File: config.mk
export PLATFORM = sky130hd
export DESIGN_NAME = irq_mask_gate
export DESIGN_NICKNAME = d
export VERILOG_FILES = /design/src/rtl/irqf_pkg.sv /design/src/rtl/irqf_level_cmp.sv /design/src/rtl/irqf_nmi_edge.sv /design/src/rtl/irqf_out_reg.sv /design/src/rtl/irq_mask_gate.sv
export SDC_FILE = /design/constraint.sdc
export NUM_CORES = 1
export LEC_CHECK = 0
export ABC_CLOCK_PERIOD_IN_PS = 800
export BUFFER_PORTS_ARGS = -buffer_cell sky130_fd_sc_hd__buf_4
export CAP_MARGIN = 5
export CORE_AREA = 2 2 39 41
export CTS_CLUSTER_DIAMETER = 120
export DETAILED_ROUTE_END_ITERATION = 12
export DIE_AREA = 0 0 41 43
export GPL_TIMING_DRIVEN = 1
export MAX_ROUTING_LAYER = met4
export PLACE_DENSITY = 0.43
export SYNTH_ARGS = -nofsm -noshare
export SYNTH_HDL_FRONTEND = slang
export SYNTH_SLANG_ARGS = --single-unit
File: constraint.sdc
create_clock -name clk -period 0.8 [get_ports clk]
set_input_delay 0.08 -clock clk [delete_from_list [all_inputs] [get_ports clk]]
set_output_delay 0.08 -clock clk [all_outputs]
set_load 0.01 [all_outputs]
File: src/rtl/irqf_pkg.sv
package irqf_pkg;

  // Default request/mask width; the top-level parameter overrides it.
  localparam int unsigned LVL_W_DEF = 3;

  // Highest (non-maskable) level for a given width.
  function automatic int unsigned top_level(input int unsigned w);
    return (32'd1 << w) - 32'd1;
  endfunction

  // True when lvl is the non-maskable level.
  function automatic logic is_top(input int unsigned lvl, input int unsigned top);
    return lvl == top;
  endfunction

  // True for an ordinary (maskable) request that beats the mask.
  function automatic logic beats_mask(input int unsigned lvl,
                                      input int unsigned msk,
                                      input int unsigned top);
    return (lvl != 0) && (lvl != top) && (lvl > msk);
  endfunction

endpackage

File: src/rtl/irqf_level_cmp.sv
module irqf_level_cmp
  import irqf_pkg::*;
#(
  parameter int unsigned LVL_W = LVL_W_DEF
) (
  input  logic [LVL_W-1:0] req_lvl,
  input  logic [LVL_W-1:0] mask,
  output logic             pass_o
);
  localparam int unsigned TOP = top_level(LVL_W);

  always_comb begin
    pass_o = beats_mask(32'(req_lvl), 32'(mask), TOP);
  end
endmodule

File: src/rtl/irqf_nmi_edge.sv
module irqf_nmi_edge
  import irqf_pkg::*;
#(
  parameter int unsigned LVL_W = LVL_W_DEF
) (
  input  logic             clk,
  input  logic             rst_n,
  input  logic [LVL_W-1:0] req_lvl,
  output logic             edge_o
);
  localparam int unsigned TOP = top_level(LVL_W);

  logic at_top;
  logic was_top_q;

  always_comb begin
    at_top = is_top(32'(req_lvl), TOP);
    edge_o = at_top && !was_top_q;
  end

  // History cleared by reset so a held top level counts as new.
  always_ff @(posedge clk or negedge rst_n) begin
    if (!rst_n) was_top_q <= 1'b0;
    else        was_top_q <= at_top;
  end
endmodule

File: src/rtl/irqf_out_reg.sv
module irqf_out_reg #(
  parameter int unsigned LVL_W = 3
) (
  input  logic             clk,
  input  logic             rst_n,
  input  logic             take,
  input  logic [LVL_W-1:0] lvl,
  output logic             accept,
  output logic [LVL_W-1:0] accept_lvl
);
  always_ff @(posedge clk or negedge rst_n) begin
    if (!rst_n) begin
      accept     <= 1'b0;
      accept_lvl <= '0;
    end else begin
      accept     <= take;
      accept_lvl <= take ? lvl : '0;
    end
  end
endmodule

File: src/rtl/irq_mask_gate.sv
module irq_mask_gate
  import irqf_pkg::*;
#(
  parameter int unsigned LVL_W = LVL_W_DEF
) (
  input  logic             clk,
  input  logic             rst_n,
  input  logic [LVL_W-1:0] req_lvl,
  input  logic [LVL_W-1:0] ipl_mask,
  output logic             accept,
  output logic [LVL_W-1:0] accept_lvl
);
  // Named internal events, visible to the bound checker.
  logic lvl_pass;
  logic nmi_edge;
  logic take;

  irqf_level_cmp #(.LVL_W(LVL_W)) cmp_i (
    .req_lvl (req_lvl),
    .mask    (ipl_mask),
    .pass_o  (lvl_pass)
  );

  irqf_nmi_edge #(.LVL_W(LVL_W)) nmi_i (
    .clk     (clk),
    .rst_n   (rst_n),
    .req_lvl (req_lvl),
    .edge_o  (nmi_edge)
  );

  assign take = lvl_pass | nmi_edge;

  irqf_out_reg #(.LVL_W(LVL_W)) out_i (
    .clk        (clk),
    .rst_n      (rst_n),
    .take       (take),
    .lvl        (req_lvl),
    .accept     (accept),
    .accept_lvl (accept_lvl)
  );
endmodule


==> impl_metrics.csv, run 1 <==
group,metric,value,unit
drt,antenna_left,0,
critical_path,worstPathRequired,0.91,ns
hold_path,holdCritStartpoint,"req_lvl[0]",
power_and_ir_drop,combinationalPowerShare,0.258,
die,start_util,0.176,
hold_path,worstHoldEndpoint,"nmi_i.was_top_q",
final_layout,drive_above_1_share,0.535,
place,gp_congestion,0.598,
drt,drt_iter0_drc,0,
power_and_ir_drop,seqPwrFrac,0.374,
critical_path,path_max_fanout,4,
synthesis,syn_area_per_cell,10.2,µm²
place,io_buffers,11,
timing,worst_slew_pin_slew,0.223,ns
drt,viasPerCell,3.98,
critical_path,timing.rr.end,"out_i.accept_lvl[2]",
synthesis,netlist_area,244,µm²
timing,skew,0.00475,ns
synthesis,ys_ff_latch,5,
die,num_rows,14,
die,dieArea,1760,µm²
cts,clk_pin_slew,0.04,ns
timing,fmax,1240,MHz
global_route,antenna_found_initial,0,
cts,clock_latency,0.24,ns
cts,cts_tree,"yes",
synthesis,syn_inst,24,
power_and_ir_drop,switchingPower,186,µW
critical_path,end_kind,"register",
synthesis,ys_seq_area_frac,0.513,
synthesis,syn-num-nets,35,
timing,setup_violations,3,
global_route,overflow,0,
drt,drt_wl_total,523,µm
cts,clockRootBuffer,"clkbuf_4",
global_route,grt_max_degree,6,
place,dp.cells,54,
drt,drt-wirelength-per-cell,8.86,µm
timing,layout_setup_ws,-0.00687,ns
final_layout,diodes,0,
synthesis,synthDistinctLibCells,12,
final_layout,regArea,125,µm²
final_layout,multiInputGateArea,129,µm²
status,outcome,"complete, but fails checks",
cts,cts_buffers,3,
status,violations,"negative setup slack",
power_and_ir_drop,p_leak,0.232,nW
timing,max_slew_margin,0.851,
critical_path,path_class,"primary input to register",
final_layout,layout_common_cells,"buf_4 (8), buf_6 (6), dfrtp_1 (5)",
cts,cts_sinks,5,
synthesis,yosys_warnings,0,
final_layout,finalNonFillerCells,59,
cts,htreeDepth,1,
critical_path,r2r_cells,3,
power_and_ir_drop,max-vdd-ir-drop,0.000458,V
power_and_ir_drop,internal_power,584,µW
power_and_ir_drop,finalPower,770,µW
timing,finalCritPeriodShare,1.01,
timing,hold_viol,0,
die,core-area,1380,µm²
critical_path,r2r_setup_slack,0.01,ns
critical_path,r2r-start,"nmi_i.was_top_q",
final_layout,synthToLayoutAreaGrowth,88.2,%
final_layout,layout.nets,55,
timing,rsz0062_at_grt,"yes",
die,die_h,43,µm
drt,drt_pass1_iterations,1,
global_route,grt_pass1_wl,855,µm
critical_path,critPathArrivalTime,0.92,ns
die,io_pins,12,
final_layout,fillers,154,
global_route,grt_pass1_vias,248,
final_layout,final_common_cell,"buf_4",
hold_path,hold_path_depth,3,
critical_path,worst_setup_path_start_kind,"primary input",
hold_path,hp-class,"primary input to register",
cts,cts_setup_buffers,0,
timing,drv_slew,0,
run,drv_cap,0,
global_route,grt_usage,0.0784,
power_and_ir_drop,powerDensity,1680,nW/µm²
final_layout,postLayoutCoreUtil,0.332,
drt,drc_errors,0,
power_and_ir_drop,clkPwrFrac,0.368,
power_and_ir_drop,sw_frac_of_total,0.242,
cts,clockBufferDepth,2,
drt,num_vias,235,
timing,fin_crit,0.807,ns
die,fp.dieW,41,µm
## stage by stage
step                setup WS (ns)  area (µm²)  hold WS [ns]  setup TNS [ns]
CTS                       -0.0217         459         0.149         -0.0890
global placement           -0.288         400        -0.118           -1.12
finish                   -0.00687         459         0.154         -0.0144
detailed placement         -0.325         400        -0.115           -1.27
floorplan                 -0.0762         275        -0.216          -0.280
global route              -0.0799         459         0.200          -0.373
## power by group through the flow
| stage | Sequential [mW] | Clock (mW) | Combinational, mW |
|---|---|---|---|
| 2_1_floorplan | 0.299 | 0 | 0.0705 |
| 3_3_place_gp | 0.287 | 0 | 0.178 |
| 3_5_place_dp | 0.287 | 0 | 0.185 |
| 4_1_cts | 0.288 | 0.299 | 0.204 |
| 5_1_grt | 0.288 | 0.321 | 0.225 |
| 6_report | 0.288 | 0.283 | 0.199 |
## what timing repair did
item,in CTS,in global routing
pin swaps,3,0
endpoints found under the setup margin,8,8
hold buffers,1,0
resized for setup,6,0
endpoints found under the hold margin,5,0
## worst max path at each step
stage / slack [ns] / startpoint / end / cells after the start
2_1_floorplan: -0.08 / req_lvl[2] / out_i.accept_lvl[1] / 5
3_3_place_gp: -0.29 / req_lvl[2] / out_i.accept_lvl[2] / 6
3_5_place_dp: -0.33 / req_lvl[2] / out_i.accept_lvl[2] / 6
4_1_cts: -0.02 / ipl_mask[2] / out_i.accept_lvl[2] / 7
5_1_grt: -0.08 / ipl_mask[2] / out_i.accept_lvl[2] / 7
6_report: -0.007 / ipl_mask[2] / out_i.accept_lvl[2] / 7
## cell usage after synthesis
master / count / share of area
inv_1: 5 / 0.077
nand3_1: 1 / 0.020
nor2_1: 2 / 0.031
dfrtp_1: 5 / 0.51
ha_1: 3 / 0.15
nor2b_1: 2 / 0.051
o21ai_0: 1 / 0.020
a21oi_1: 1 / 0.020
nand2_1: 1 / 0.015
nor3_1: 1 / 0.020
a31oi_1: 1 / 0.026
a31oi_2: 1 / 0.051
## flip-flops by register name, summed over array words and instances (netlist names)
register          cells
nmi_i.was_top_q       1
out_i.accept          1
out_i.accept_lvl      3
## critical path, cell delays in order
cell and delay (ns):
buf_6 0.09, inv_4 0.04, ha_4 0.20, a21oi_2 0.14
o21ai_1 0.08, a31oi_2 0.20, nor2b_1 0.07
## cell type report
class                      count  area share
timing repair buffer          15       0.300
multi-input combinational     14       0.281
sequential                     5       0.272
clock buffer                   4      0.0572
inverter                       5      0.0463
tap                           16      0.0436
## metal layers
| metal | global-route usage | share of wire | up-vias |
|---|---|---|---|
| met2 | 0.125 | 0.55 | 12 |
| li1 | - | - | 117 |
| met4 | 0.0800 | 0 | 0 |
| met3 | 0.0157 | 0.099 | 0 |
| met1 | 0.0682 | 0.34 | 106 |
| met5 | - | 0 | - |
## cell families after synthesis
kind of cell,Yosys count,share of synthesized area
AND/OR/NAND/NOR,7,0.138
buffers and inverters,5,0.0769
flip-flops,5,0.513
AO/OA/AOI/OAI,4,0.118
adder cells (fa/ha/maj),3,0.154
No activity file was read; power rests on OpenSTA's default activity.
==> run 2: changes to the inputs <==
--- a/config.mk
+++ b/config.mk
@@ -9,6 +9,7 @@
 export BUFFER_PORTS_ARGS = -buffer_cell sky130_fd_sc_hd__buf_4
 export CAP_MARGIN = 5
 export CORE_AREA = 2 2 39 41
+export CTS_BUF_LIST = sky130_fd_sc_hd__clkbuf_4
 export CTS_CLUSTER_DIAMETER = 120
 export DETAILED_ROUTE_END_ITERATION = 12
 export DIE_AREA = 0 0 41 43
==> run 2 against run 1 <==
The flow still finishes with violations (negative setup slack). Total power up 4.0%. Clock power grew 11%. Combinational power about the same. Clock skew decreased by 0.00071 ns. Global-route usage unchanged. Routed wire length is 0.76% lower. Cell count did not move. Utilization up 0.27 points. Highest routed layer unchanged.
==> impl_metrics.csv, run 2 (synthesis results as in run 1) <==
group,metric,value,unit
drt,antenna_left,0,
critical_path,critPathArrivalTime,0.92,ns
die,fp.dieW,41,µm
final_layout,diodes,0,
timing,worst_slew_pin_slew,0.223,ns
final_layout,layout_common_cells,"buf_4 (8), buf_6 (6), dfrtp_1 (5)",
global_route,antenna_found_initial,0,
status,outcome,"complete, but fails checks",
die,io_pins,12,
timing,setup_violations,3,
cts,cts_sinks,5,
critical_path,end_kind,"register",
timing,layout_setup_ws,-0.00802,ns
drt,drt_pass1_iterations,1,
global_route,grt_max_degree,6,
power_and_ir_drop,powerDensity,1730,nW/µm²
timing,drv_slew,0,
final_layout,postLayoutCoreUtil,0.335,
timing,finalCritPeriodShare,1.01,
cts,htreeDepth,1,
timing,hold_viol,0,
power_and_ir_drop,p_leak,0.236,nW
drt,drt_iter0_drc,0,
final_layout,largest_reg_flops,3,
critical_path,worstPathRequired,0.91,ns
drt,num_vias,235,
cts,cts_buffers,3,
power_and_ir_drop,max-vdd-ir-drop,0.000458,V
drt,drc_errors,0,
cts,cts_tree,"yes",
global_route,overflow,0,
timing,rsz0062_at_grt,"yes",
final_layout,fillers,152,
critical_path,worst_setup_path_start_kind,"primary input",
final_layout,layout.nets,55,
run,drv_cap,0,
die,die_h,43,µm
drt,drt-wirelength-per-cell,8.80,µm
global_route,grt_pass1_vias,248,
timing,skew,0.00405,ns
global_route,grt_usage,0.0784,
timing,max_slew_margin,0.851,
drt,viasPerCell,3.98,
die,num_rows,14,
final_layout,final_common_cell,"buf_4",
final_layout,drive_above_1_share,0.558,
final_layout,synthToLayoutAreaGrowth,89.7,%
timing,fin_crit,0.808,ns
cts,clk_pin_slew,0.04,ns
place,gp_congestion,0.598,
cts,clockBufferDepth,2,
hold_path,hp-class,"primary input to register",
cts,clockRootBuffer,"clkbuf_4",
cts,clock_latency,0.24,ns
drt,drt_wl_total,519,µm
final_layout,multiInputGateArea,129,µm²
timing,fmax,1240,MHz
die,dieArea,1760,µm²
final_layout,regArea,125,µm²
final_layout,largestRegisters,"out_i.accept_lvl (3), nmi_i.was_top_q (1), out_i.accept (1)",
status,violations,"negative setup slack",
final_layout,largest_register,"out_i.accept_lvl",
place,io_buffers,11,
die,core-area,1380,µm²
global_route,grt_pass1_wl,855,µm
critical_path,path_class,"primary input to register",
critical_path,path_max_fanout,4,
power_and_ir_drop,finalPower,801,µW
die,start_util,0.176,
run 2: cell type report:
type	count	share of cell area
timing repair buffer	15	0.297
tap	16	0.0432
inverter	5	0.0459
sequential	5	0.270
clock buffer	4	0.0649
multi-input combinational	14	0.278
run 2: report_power, final:
part / leakage [nW] / internal (mW) / total, mW / switching (mW)
Clock: 0.0184 / 0.222 / 0.314 / 0.0927
Sequential: 0.0651 / 0.278 / 0.288 / 0.0102
Combinational: 0.152 / 0.118 / 0.199 / 0.0807
Total: 0.236 / 0.618 / 0.801 / 0.183
run 2: critical path, cell delays in order:
cell     delay, ns
buf_6         0.09
inv_4         0.04
ha_4          0.20
a21oi_2       0.14
o21ai_1       0.08
a31oi_2       0.20
nor2b_1       0.07
run 2: what timing repair did:
item | CTS | global route
hold buffers | 1 | 0
setup buffers | 0 | 0
hold endpoints to repair | 5 | 0
gates resized for setup | 6 | 0
setup endpoints to repair | 8 | 8
pin swaps | 3 | 0
run 2: per-layer routing:
| layer | up-vias | part of all wire | track usage |
|---|---|---|---|
| met5 | - | 0 | - |
| met4 | 0 | 0 | 0.0800 |
| met3 | 0 | 0.10 | 0.0157 |
| met2 | 12 | 0.55 | 0.125 |
| met1 | 106 | 0.34 | 0.0682 |
| li1 | 117 | - | - |
run 2: through the flow:
| step | std cells | setup TNS, ns | instance area (µm²) | worst slack (ns) | hold slack (ns) |
|---|---|---|---|---|---|
| 2_1_floorplan | 24 | -0.280 | 275 | -0.0762 | -0.216 |
| 3_3_place_gp | 54 | -1.12 | 400 | -0.288 | -0.118 |
| 3_5_place_dp | 54 | -1.27 | 400 | -0.325 | -0.115 |
| 4_1_cts | 59 | -0.0871 | 463 | -0.0242 | 0.151 |
| 5_1_grt | 59 | -0.373 | 463 | -0.0797 | 0.199 |
| 6_report | 59 | -0.0145 | 463 | -0.00802 | 0.156 |
run 2: path summary, 6_finish.rpt:
check | start | end | slack, ns | cells past startpoint
hold / removal | req_lvl[0] | nmi_i.was_top_q | 0.16 | 3
setup / recovery | ipl_mask[2] | out_i.accept_lvl[2] | -0.008 | 7
min in group asynchronous | rst_n | out_i.accept | 0.18 | 2
hold reg to reg | nmi_i.was_top_q | out_i.accept | 0.64 | 3
max in group asynchronous | rst_n | out_i.accept_lvl[0] | 0.51 | 2
setup reg to reg | nmi_i.was_top_q | out_i.accept_lvl[2] | 0.01 | 3
